**src/rtl/page_scanout_pkg.sv**
```systemverilog
package page_scanout_pkg;

    typedef enum logic [1:0] {
        SEQ_IDLE  = 2'd0,
        SEQ_SCAN  = 2'd1,
        SEQ_DRAIN = 2'd2,
        SEQ_DONE  = 2'd3
    } scan_state_e;

    typedef struct packed {
        logic invert;
        logic force_on;
    } pix_ovr_t;

endpackage

```
**src/rtl/scan_sequencer.sv**
```systemverilog
module scan_sequencer
    import page_scanout_pkg::*;
#(
    parameter int COLS   = 96,
    parameter int ROWS   = 16,
    parameter int MAG    = 4,
    parameter int LINE_W = 6,
    localparam int SX_W  = $clog2(COLS),
    localparam int SY_W  = $clog2(ROWS),
    localparam int MAG_W = $clog2(MAG > 1 ? MAG : 2)
) (
    input  logic              clk,
    input  logic              rst_n,
    input  logic              redraw_i,
    input  logic [LINE_W-1:0] start_line_i,
    input  logic              inverse_i,
    input  logic              all_on_i,
    output logic              issue_o,
    output logic [SX_W-1:0]   sx_o,
    output logic [SY_W-1:0]   sy_o,
    output logic              first_o,
    output logic              frame_done_o,
    output logic [LINE_W-1:0] start_line_o,
    output pix_ovr_t          ovr_o
);

    typedef struct packed {
        scan_state_e       st;
        logic [MAG_W-1:0]  hx;
        logic [SX_W-1:0]   sx;
        logic [MAG_W-1:0]  vy;
        logic [SY_W-1:0]   sy;
        logic [LINE_W-1:0] line0;
        pix_ovr_t          ovr;
    } seq_t;

    seq_t s_d, s_q;

    logic hx_end, sx_end, vy_end, sy_end, last_pix;

    always_comb begin
        hx_end   = (s_q.hx == MAG_W'(MAG - 1));
        sx_end   = (s_q.sx == SX_W'(COLS - 1));
        vy_end   = (s_q.vy == MAG_W'(MAG - 1));
        sy_end   = (s_q.sy == SY_W'(ROWS - 1));
        last_pix = hx_end && sx_end && vy_end && sy_end;

        s_d = s_q;
        case (s_q.st)
            SEQ_IDLE: begin
                if (redraw_i) begin
                    s_d.st             = SEQ_SCAN;
                    s_d.hx             = '0;
                    s_d.sx             = '0;
                    s_d.vy             = '0;
                    s_d.sy             = '0;
                    s_d.line0          = start_line_i;
                    s_d.ovr.invert     = inverse_i;
                    s_d.ovr.force_on   = all_on_i;
                end
            end
            SEQ_SCAN: begin
                if (last_pix) begin
                    s_d.st = SEQ_DRAIN;
                end else if (!hx_end) begin
                    s_d.hx = s_q.hx + 1'b1;
                end else begin
                    s_d.hx = '0;
                    if (!sx_end) begin
                        s_d.sx = s_q.sx + 1'b1;
                    end else begin
                        s_d.sx = '0;
                        if (!vy_end) begin
                            s_d.vy = s_q.vy + 1'b1;
                        end else begin
                            s_d.vy = '0;
                            s_d.sy = s_q.sy + 1'b1;
                        end
                    end
                end
            end
            SEQ_DRAIN: s_d.st = SEQ_DONE;
            default:   s_d.st = SEQ_IDLE;
        endcase
    end

    always_ff @(posedge clk) begin
        if (!rst_n) begin
            s_q <= '0;
        end else begin
            s_q <= s_d;
        end
    end

    assign issue_o      = (s_q.st == SEQ_SCAN);
    assign sx_o         = s_q.sx;
    assign sy_o         = s_q.sy;
    assign first_o      = (s_q.hx == '0) && (s_q.sx == '0);
    assign frame_done_o = (s_q.st == SEQ_DONE);
    assign start_line_o = s_q.line0;
    assign ovr_o        = s_q.ovr;

    AST_NO_START_WITHOUT_FLAG: assert property (@(posedge clk) disable iff (!rst_n)
        (s_q.st == SEQ_IDLE && !redraw_i) |=> (s_q.st != SEQ_SCAN));

    AST_CFG_HELD_IN_FRAME: assert property (@(posedge clk) disable iff (!rst_n)
        (s_q.st == SEQ_SCAN) |=> ($stable(s_q.line0) && $stable(s_q.ovr)));

endmodule

```
**src/rtl/page_addr_gen.sv**
```systemverilog
module page_addr_gen #(
    parameter int COLS        = 96,
    parameter int ROWS        = 16,
    parameter int PAGE_STRIDE = 132,
    parameter int COL_OFFSET  = 36,
    parameter int PAGE_ROWS   = 8,
    parameter int LINE_W      = 6,
    parameter int ADDR_W      = 11,
    localparam int SX_W       = $clog2(COLS),
    localparam int SY_W       = $clog2(ROWS),
    localparam int BIT_W      = $clog2(PAGE_ROWS)
) (
    input  logic [SX_W-1:0]   sx_i,
    input  logic [SY_W-1:0]   sy_i,
    input  logic [LINE_W-1:0] start_line_i,
    output logic [ADDR_W-1:0] addr_o,
    output logic [BIT_W-1:0]  bitsel_o
);

    logic [LINE_W-1:0]       line;
    logic [LINE_W-BIT_W-1:0] page;

    always_comb begin
        line     = LINE_W'(sy_i) + start_line_i;
        page     = line[LINE_W-1:BIT_W];
        bitsel_o = line[BIT_W-1:0];
        addr_o   = ADDR_W'(PAGE_STRIDE * int'(page) + COL_OFFSET + int'(sx_i));
    end

endmodule

```
**src/rtl/pixel_shaper.sv**
```systemverilog
module pixel_shaper
    import page_scanout_pkg::*;
#(
    parameter int BIT_W    = 3,
    localparam int BYTE_W  = 2 ** BIT_W
) (
    input  logic              clk,
    input  logic              rst_n,
    input  logic              issue_i,
    input  logic              first_i,
    input  logic [BIT_W-1:0]  bitsel_i,
    input  pix_ovr_t          ovr_i,
    input  logic [BYTE_W-1:0] mem_data_i,
    output logic              pix_o,
    output logic              valid_o,
    output logic              line_start_o
);

    typedef struct packed {
        logic             valid;
        logic             first;
        logic [BIT_W-1:0] bitsel;
    } stage_t;

    stage_t p_d, p_q;

    always_comb begin
        p_d.valid  = issue_i;
        p_d.first  = issue_i && first_i;
        p_d.bitsel = bitsel_i;
    end

    always_ff @(posedge clk) begin
        if (!rst_n) begin
            p_q <= '0;
        end else begin
            p_q <= p_d;
        end
    end

    always_comb begin
        valid_o      = p_q.valid;
        line_start_o = p_q.first;
        if (!p_q.valid)
            pix_o = 1'b0;
        else if (ovr_i.force_on)
            pix_o = 1'b1;
        else
            pix_o = mem_data_i[p_q.bitsel] ^ ovr_i.invert;
    end

    AST_VALID_FOLLOWS_ISSUE: assert property (@(posedge clk) disable iff (!rst_n)
        issue_i |=> valid_o);

    AST_LINE_START_IS_VALID: assert property (@(posedge clk) disable iff (!rst_n)
        line_start_o |-> valid_o);

endmodule

```
**src/rtl/page_scanout.sv**
```systemverilog
module page_scanout
    import page_scanout_pkg::*;
#(
    parameter int COLS        = 96,
    parameter int ROWS        = 16,
    parameter int MAG         = 4,
    parameter int PAGE_STRIDE = 132,
    parameter int COL_OFFSET  = 36,
    parameter int PAGE_ROWS   = 8,
    parameter int LINE_COUNT  = 64,
    localparam int LINE_W     = $clog2(LINE_COUNT),
    localparam int BIT_W      = $clog2(PAGE_ROWS),
    localparam int MEM_DEPTH  = PAGE_STRIDE * (LINE_COUNT / PAGE_ROWS),
    localparam int ADDR_W     = $clog2(MEM_DEPTH),
    localparam int SX_W       = $clog2(COLS),
    localparam int SY_W       = $clog2(ROWS)
) (
    input  logic              clk,
    input  logic              rst_n,
    input  logic              redraw_i,
    input  logic [LINE_W-1:0] start_line_i,
    input  logic              inverse_i,
    input  logic              all_on_i,
    output logic              mem_rd_o,
    output logic [ADDR_W-1:0] mem_addr_o,
    input  logic [PAGE_ROWS-1:0] mem_data_i,
    output logic              pix_o,
    output logic              pix_valid_o,
    output logic              line_start_o,
    output logic              frame_done_o,
    output logic              redraw_clr_o
);

    logic              issue;
    logic [SX_W-1:0]   sx;
    logic [SY_W-1:0]   sy;
    logic              first;
    logic              done;
    logic [LINE_W-1:0] line0;
    pix_ovr_t          ovr;
    logic [BIT_W-1:0]  bitsel;

    scan_sequencer #(
        .COLS   (COLS),
        .ROWS   (ROWS),
        .MAG    (MAG),
        .LINE_W (LINE_W)
    ) u_seq (
        .clk          (clk),
        .rst_n        (rst_n),
        .redraw_i     (redraw_i),
        .start_line_i (start_line_i),
        .inverse_i    (inverse_i),
        .all_on_i     (all_on_i),
        .issue_o      (issue),
        .sx_o         (sx),
        .sy_o         (sy),
        .first_o      (first),
        .frame_done_o (done),
        .start_line_o (line0),
        .ovr_o        (ovr)
    );

    page_addr_gen #(
        .COLS        (COLS),
        .ROWS        (ROWS),
        .PAGE_STRIDE (PAGE_STRIDE),
        .COL_OFFSET  (COL_OFFSET),
        .PAGE_ROWS   (PAGE_ROWS),
        .LINE_W      (LINE_W),
        .ADDR_W      (ADDR_W)
    ) u_addr (
        .sx_i         (sx),
        .sy_i         (sy),
        .start_line_i (line0),
        .addr_o       (mem_addr_o),
        .bitsel_o     (bitsel)
    );

    pixel_shaper #(
        .BIT_W (BIT_W)
    ) u_shape (
        .clk          (clk),
        .rst_n        (rst_n),
        .issue_i      (issue),
        .first_i      (first),
        .bitsel_i     (bitsel),
        .ovr_i        (ovr),
        .mem_data_i   (mem_data_i),
        .pix_o        (pix_o),
        .valid_o      (pix_valid_o),
        .line_start_o (line_start_o)
    );

    assign mem_rd_o     = issue;
    assign frame_done_o = done;
    assign redraw_clr_o = done;

    AST_ADDR_IN_RANGE: assert property (@(posedge clk) disable iff (!rst_n)
        mem_rd_o |-> (int'(mem_addr_o) < MEM_DEPTH));

    AST_DONE_AFTER_LAST_PIXEL: assert property (@(posedge clk) disable iff (!rst_n)
        $rose(frame_done_o) |-> $past(pix_valid_o));

    AST_DONE_ONE_CYCLE: assert property (@(posedge clk) disable iff (!rst_n)
        frame_done_o |=> !frame_done_o);

    AST_NO_PIXEL_AT_DONE: assert property (@(posedge clk) disable iff (!rst_n)
        frame_done_o |-> !pix_valid_o);

endmodule

```
**config.mk**
```make
export PLATFORM = sky130hd
export DESIGN_NAME = page_scanout
export DESIGN_NICKNAME = d
export VERILOG_FILES = /design/src/rtl/page_scanout_pkg.sv /design/src/rtl/scan_sequencer.sv /design/src/rtl/page_addr_gen.sv /design/src/rtl/pixel_shaper.sv /design/src/rtl/page_scanout.sv
export SDC_FILE = /design/constraint.sdc
export NUM_CORES = 1
export LEC_CHECK = 0
export ABC_AREA = 1
export BUFFER_PORTS_ARGS = -buffer_cell sky130_fd_sc_hd__buf_4
export CORE_MARGIN = 2
export CORE_UTILIZATION = 40
export CTS_BUF_LIST = sky130_fd_sc_hd__clkbuf_8 sky130_fd_sc_hd__clkbuf_16
export CTS_CLUSTER_SIZE = 14
export DETAILED_ROUTE_END_ITERATION = 10
export SYNTH_ARGS = -nofsm -noshare
export SYNTH_HDL_FRONTEND = slang
export SYNTH_SLANG_ARGS = --single-unit
```
**constraint.sdc**
```tcl
create_clock -name clk -period 6.61 [get_ports clk]
set_clock_uncertainty 0.2 [all_clocks]
set_input_delay 1.322 -clock clk [delete_from_list [all_inputs] [get_ports clk]]
set_output_delay 1.322 -clock clk [all_outputs]
set_load 0.03 [all_outputs]
```
==> reports/qor.txt, run 1 <==
Crit Reg-Reg Endpoint: u_seq.sx_o[6]
drt drc: 0
total congestion overflow: 0
Mapped Nets: 345
DP HPWL: 3.48 mm
GPL Wtd Cong: 0.824
CP endpoint kind: primary output
H-tree levels: 2
Starting Density: 41.3%
Slowest-stage cell, CP: fa_1
Antenna Violating Nets Remaining: 0
I/O pin total: 36
outcome: finished clean
Synth area leader: dfxtp_1
Worst VDD drop: 0.146 mV
critical path class: register to primary output
clk_lat worst skew: 0.28 ns
row count: 26
HP Class: register to register
WL per Instance: 10.7 um
leak pwr: 0.00129 uW
setup TNS: 0 ns
reg-to-reg setup timing slack: 4.50 ns
post-synthesis async set-or-reset flop share: 0%
crit path cell chain: ha_1, fa_1, nand3_1, nand2_1, xor2_1, ha_1, ha_1, fa_1, nand3_1, nand3_1, nand3_1, nor2_1, nand2_1, nand2_1, buf_4
synthesized area: 2100 sq um
synthesis-stage register bit count: 30
Gate Count Post-Synth: 304
Post-synth EDFFs: 0
worst-case reg-to-reg path depth: 11
Via density: 4.64
sequential area share after synthesis: 28.6%
fin crit share: 73.1%
Top delay family on crit path: adder cells
CP Max Fanout: 5
CP dominant cell by count: nand3_1
Synth cell types: 33
area share of the largest cell type after synthesis: 28.6%
critical path arrival: 3.31 ns
fmax: 0.207 GHz
Core Footprint: 5070 sq um
syn_area_per_cell: 6.90 sq um
CTS tree: done
Worst Hold Depth: 2
Layout area overhead: 19.6%
final setup vio count: 0
CTS Buffer Depth: 2
vias: 1899
Pins Over Slew Limit: 0
Hold Path Origin: u_seq.ovr_o[0]
pwr/cell area: 340 nW/um^2
CP Launch Type: register
die height: 76.4 um
min cycle time layout: 4.84 ns
RSZ-0062 raised after global routing: no
first-pass GRT wire length: 7.56 mm
Post-CTS Hold Fix Bufs: 0
transition time of the tightest slew-check pin: 0.524 ns
clock-pin slew on the worst setup and hold paths: 0.07 ns
Total Routing Usage GR: 15.9%
max incr delay on CP: 0.42 ns
DR pass1 iterations: 4
predominant post-synthesis flop cell: dfxtp_1
Num CTS Buffers: 5
Die X: 76.4 um
most frequent cell after synthesis: nand2_1
nets: 379
crit path buf inv count: 1
pin count of the biggest net entering global routing: 25
critical path depth in cells: 15
# Max-Cap Violations: 0
FF-to-FF Start: u_seq.s_q[23]
final WL: 4.38 mm
slew margin rel.: 65.1%
post-CTS sizing: 0
initial antenna violation count: 0
share of cells above drive strength 1: 18.0%
Power, Total: 852 uW
vias in the first global route: 1712
Inserted Diodes: 0
violation count after the first detailed-routing iteration: 42
clk sink count: 30
commonest cells in the netlist: 68 x nand2_1, 47 x inv_1, 30 x dfxtp_1
synth warn: 0
die area: 5840 sq um
postcts setup bufs: 0
Hold Fails Final Rpt: 0
PortBufs: 35
synth top area cells: dfxtp_1 29%, nand2_1 12%, ha_1 12%, inv_1 8.4%, nand3_1 6.2%
Critical Path RT: 5.09 ns
worst hold endpoint: u_seq.ovr_o[0]
Clock Root Buffer: clkbuf_8
fill count: 529
==> worst register-to-register path, cell delays in order, from the launching register on <==
cell	delay, ns
dfxtp_1	0.39
inv_1	0.08
ha_1	0.25
nand2_1	0.41
o21ai_4	0.14
nand2_2	0.14
inv_2	0.05
nand2_4	0.13
nand2_4	0.09
inv_2	0.07
nand2_1	0.05
o21ai_2	0.05
==> worst max-delay path by stage <==
stage | from | to | slack (ns)
final | u_seq.sy_o[0] | mem_addr_o[9] | 1.77
after global routing | u_seq.sy_o[0] | mem_addr_o[9] | 1.56
after CTS | u_seq.sy_o[0] | mem_addr_o[9] | 1.75
after detailed placement | u_seq.sy_o[0] | mem_addr_o[9] | 2.07
after global placement | u_seq.sy_o[0] | mem_addr_o[9] | 2.11
after floorplan | u_seq.sy_o[0] | mem_addr_o[7] | 2.13
==> layer usage <==
layer | vias up | global-route usage [%] | share of wire [%]
met1 | 832 | 18.6 | 49
met5 | - | 0 | 0
met4 | 0 | 5.45 | 1.1
li1 | 1031 | - | -
met3 | 4 | 4.27 | 4.3
met2 | 32 | 27.9 | 46
==> through the flow <==
stage                     cell area (sq um)  utilization, %  std cells  setup slack, ns  hold WS [ns]
after global routing                   2510            49.4        409             1.56         0.284
after global placement                 2400            47.3        401             2.11         0.246
after floorplan                        2100               -        304             2.13         0.230
after detailed placement               2400            47.3        401             2.07         0.260
after CTS                              2510            49.4        409             1.75         0.269
final                                  2510            49.4        409             1.77         0.263
==> layout by cell type, fill, tap and decap left out, types with 3 or more instances in the layout <==
cell	synthesis	final
a21oi_1	15	15
buf_4	4	35
clkbuf_8	0	5
dfxtp_1	30	30
ha_1	20	20
inv_1	47	47
inv_2	3	3
nand2_1	68	68
nand3_1	26	26
nand4_1	9	9
nor2_1	29	29
nor3_1	4	4
o21ai_0	12	12
o21ai_1	3	3
xor2_1	6	6
==> kinds of logic after synthesis <==
kind of cell	after synthesis	synth area share [%]
AOI/OAI and AO/OA	34	9.07
xor gates and xnor gates	8	3.34
adders and majority gates	22	13.8
buffers and inverters	59	11.5
DFF	30	28.6
and+or+nand+nor	151	33.6
==> area by class of cell <==
type                            count  area, sq um  share of cell area, %
Timing Repair Buffer               35          263                   10.5
Clock inverter                      3         40.0                   1.60
Inverter                           51          194                   7.73
Clock buffer                        5         68.8                   2.74
Tap cell                           70         87.6                   3.49
Sequential cell                    30          601                   23.9
Multi-Input combinational cell    215         1250                   50.0
==> registers in the layout, summed over array words and instances (netlist names) <==
name	count
u_seq.ovr_o	2
u_seq.start_line_o	6
u_seq.sx_o	7
u_shape.p_q	3
u_seq.s_q	6
u_shape.valid_o	1
u_seq.sy_o	4
u_shape.line_start_o	1
==> report_power, final <==
part | internal (uW) | leakage, uW | total [uW] | switching, uW
sequential | 220 | 0.000246 | 260 | 39.1
combinational | 154 | 0.000984 | 410 | 256
clock | 111 | 0.0000579 | 183 | 72.3
(Power assumes the default switching activity.)
==> run 2: changes to the inputs <==
Clock period 6.61 ns to 4.5 ns, I/O delays scaled along.
==> run 2 against run 1 <==
  * First-iteration DRC count up 52%
  * Flip-flop and latch count unchanged
  * Die area unchanged
  * Total power up 48%
  * Global-route usage up 0.42 points
  * Critical path depth unchanged
  * Worst setup slack worse by 1.6 ns
  * Routed wire length up 1.7%
  * Combinational power up 48%
  * Critical endpoint unchanged
  * Highest routed layer unchanged
==> reports/qor.txt, run 2 (synthesis gave the netlist of run 1 again) <==
outcome: finished clean
H-tree levels: 2 (unchanged)
transition time of the tightest slew-check pin: 0.520 ns (-0.00405 ns)
switching power: 545 uW (+48%)
total congestion overflow: 0 (unchanged)
CP Max Fanout: 5 (unchanged)
CP Launch Type: register
Pint: 717 uW (+48%)
crit path to: mem_addr_o[9]
Crit Reg-Reg Endpoint: u_seq.sy_o[2]
CP startpoint: u_seq.sy_o[0]
Antenna Violating Nets Remaining: 0 (unchanged)
DR pass1 iterations: 4 (unchanged)
commonest non-fill, non-tap cells in the layout: 68 x nand2_1, 47 x inv_1, 36 x buf_4, 29 x nor2_1, 29 x dfxtp_1
Largest register FFs: 7 (unchanged)
GPL Wtd Cong: 0.824 (about the same)
critical path class: register to primary output
Starting Density: 41.3% (unchanged)
clock power share: 21.4% (about the same)
final setup vio count: 0 (unchanged)
min cycle time layout: 4.28 ns
die area: 5840 sq um (unchanged)
clk sink count: 30 (unchanged)
Worst VDD drop: 0.250 mV (+71%)
Die X: 76.4 um (unchanged)
Total Routing Usage GR: 16.3% (+0.42 points)
fill count: 540 (+2.1%)
initial antenna violation count: 0 (unchanged)
WL per Instance: 10.9 um (+1.5%)
violation count after the first detailed-routing iteration: 64 (+52%)
slew margin rel.: 65.4% (+0.27 points)
reg-to-reg setup timing slack: 2.37 ns (-2.13 ns)
pin count of the biggest net entering global routing: 25 (unchanged)
first-pass GRT wire length: 7.71 mm (+2.0%)
Final Util: 49.8% (+0.32 points)
leak pwr: 0.00129 uW (+0.44%)
critical path arrival: 3.18 ns (-0.13 ns)
area of the multi-input gates: 1260 sq um (+0.60%)
placed cell area: 2400 sq um (unchanged)
fmax: 0.234 GHz
row count: 26 (unchanged)
Hold Fails Final Rpt: 0 (unchanged)
Critical Path RT: 3.40 ns (-1.69 ns)
vias in the first global route: 1777 (+3.8%)
drt drc: 0 (unchanged)
FF-to-FF Start: u_seq.s_q[24]
sequential cell area: 602 sq um (+0.21%)
setup TNS: 0 ns (unchanged)
Clock Root Buffer: clkbuf_8
share of cells above drive strength 1: 18.8% (+0.83 points)
Pins Over Slew Limit: 0 (unchanged)
worst-case reg-to-reg path depth: 10 (-1)
Layout area overhead: 20.4%
Post-CTS Hold Fix Bufs: 0 (unchanged)
DP HPWL: 3.50 mm (+0.70%)
# Max-Cap Violations: 0 (unchanged)
CTS Buffer Depth: 2 (unchanged)
Core Footprint: 5070 sq um (unchanged)
I/O pin total: 36 (unchanged)
final WL: 4.45 mm (+1.7%)
HP Class: register to register
die height: 76.4 um (unchanged)
fin crit share: 95.1%
most common library cell in the layout ignoring fill and taps: nand2_1
Inserted Diodes: 0 (unchanged)
Num CTS Buffers: 5 (unchanged)
nets: 380 (+0.26%)
CTS tree: done
final instance area: 2520 sq um (+0.65%)
vias: 1928 (+1.5%)
Comb pwr share: 48.2% (about the same)
pwr/cell area: 500 nW/um^2 (+47%)
PortBufs: 35 (unchanged)
CP endpoint kind: primary output
clk_lat worst skew: 0.29 ns (about the same)
Sw Ratio: 43.2% (+0.046 points)
clock-pin slew on the worst setup and hold paths: 0.07 ns (about the same)
RSZ-0062 raised after global routing: no
Reg power frac: 30.3% (-0.2 points)
Via density: 4.70 (+1.3%)
[run 2: cell count changes in the layout (fill, tap and decap cells not counted)]
cell     previous run  this run
xor2_2              0         1
xor2_1              6         5
dfxtp_1            30        29
buf_4              35        36
dfxtp_2             0         1
[run 2: worst min-delay path by stage]
stage | slack (ns) | start | end | cells past startpoint
after floorplan | 0.23 | u_seq.ovr_o[0] | u_seq.ovr_o[0] | 2
after global placement | 0.25 | u_seq.ovr_o[0] | u_seq.ovr_o[0] | 2
after detailed placement | 0.26 | u_seq.ovr_o[0] | u_seq.ovr_o[0] | 2
after CTS | 0.27 | u_seq.ovr_o[0] | u_seq.ovr_o[0] | 2
after global routing | 0.28 | u_seq.ovr_o[0] | u_seq.ovr_o[0] | 2
final | 0.26 | u_seq.ovr_o[0] | u_seq.ovr_o[0] | 2
[run 2: stage by stage]
stage                     worst slack [ns]  power [uW]  cells  hold slack, ns
after CTS                           0.0488        1270    409           0.270
after global routing                0.0396        1370    410           0.285
after detailed placement             0.376         997    401           0.260
after floorplan                      0.443         845    304           0.230
final                                0.219        1260    410           0.261
after global placement               0.426         990    401           0.246
[run 2: routing by layer]
| layer | wire length, um | GRT usage [%] | up-vias |
|---|---|---|---|
| met2 | 2100 | 28.3 | 39 |
| met4 | 90 | 7.64 | 0 |
| li1 | - | - | 1036 |
| met3 | 217 | 4.03 | 6 |
| met1 | 2040 | 18.7 | 847 |
| met5 | 0 | 0 | - |
[run 2: layout make-up]
cell class                 count  area share (%)
timing repair buffer          36            10.7
inverter                      51            7.68
clock inverter                 3            1.59
sequential                    30            23.8
clock buffer                   5            2.73
multi-input combinational    215            50.0
tap                           70            3.47
[run 2: power by group through the flow]
stage	clock network (uW)	registers, uW	logic (uW)
floorplan	0	377	468
CTS	278	382	612
global placement	0	385	605
global route	289	393	687
finish	270	383	608
detailed placement	0	388	609
[run 2: timing repair]
| action | 4_1_cts | 5_1_grt |
|---|---|---|
| setup buffers | 0 | 1 |
| endpoints found under the setup margin | 0 | 4 |
| resized for setup | 0 | 2 |
[run 2: critical path, cell delays in order (launching register included)]
cell and delay (ns):
dfxtp_1 0.35, ha_1 0.25, fa_1 0.42, nand3_1 0.09, nand2_1 0.08, xor2_2 0.17, ha_1 0.28, ha_1 0.23
fa_1 0.40, nand3_1 0.10, nand3_1 0.12, nand3_1 0.11, nor2_1 0.05, nand2_1 0.05, nand2_1 0.04, buf_4 0.16
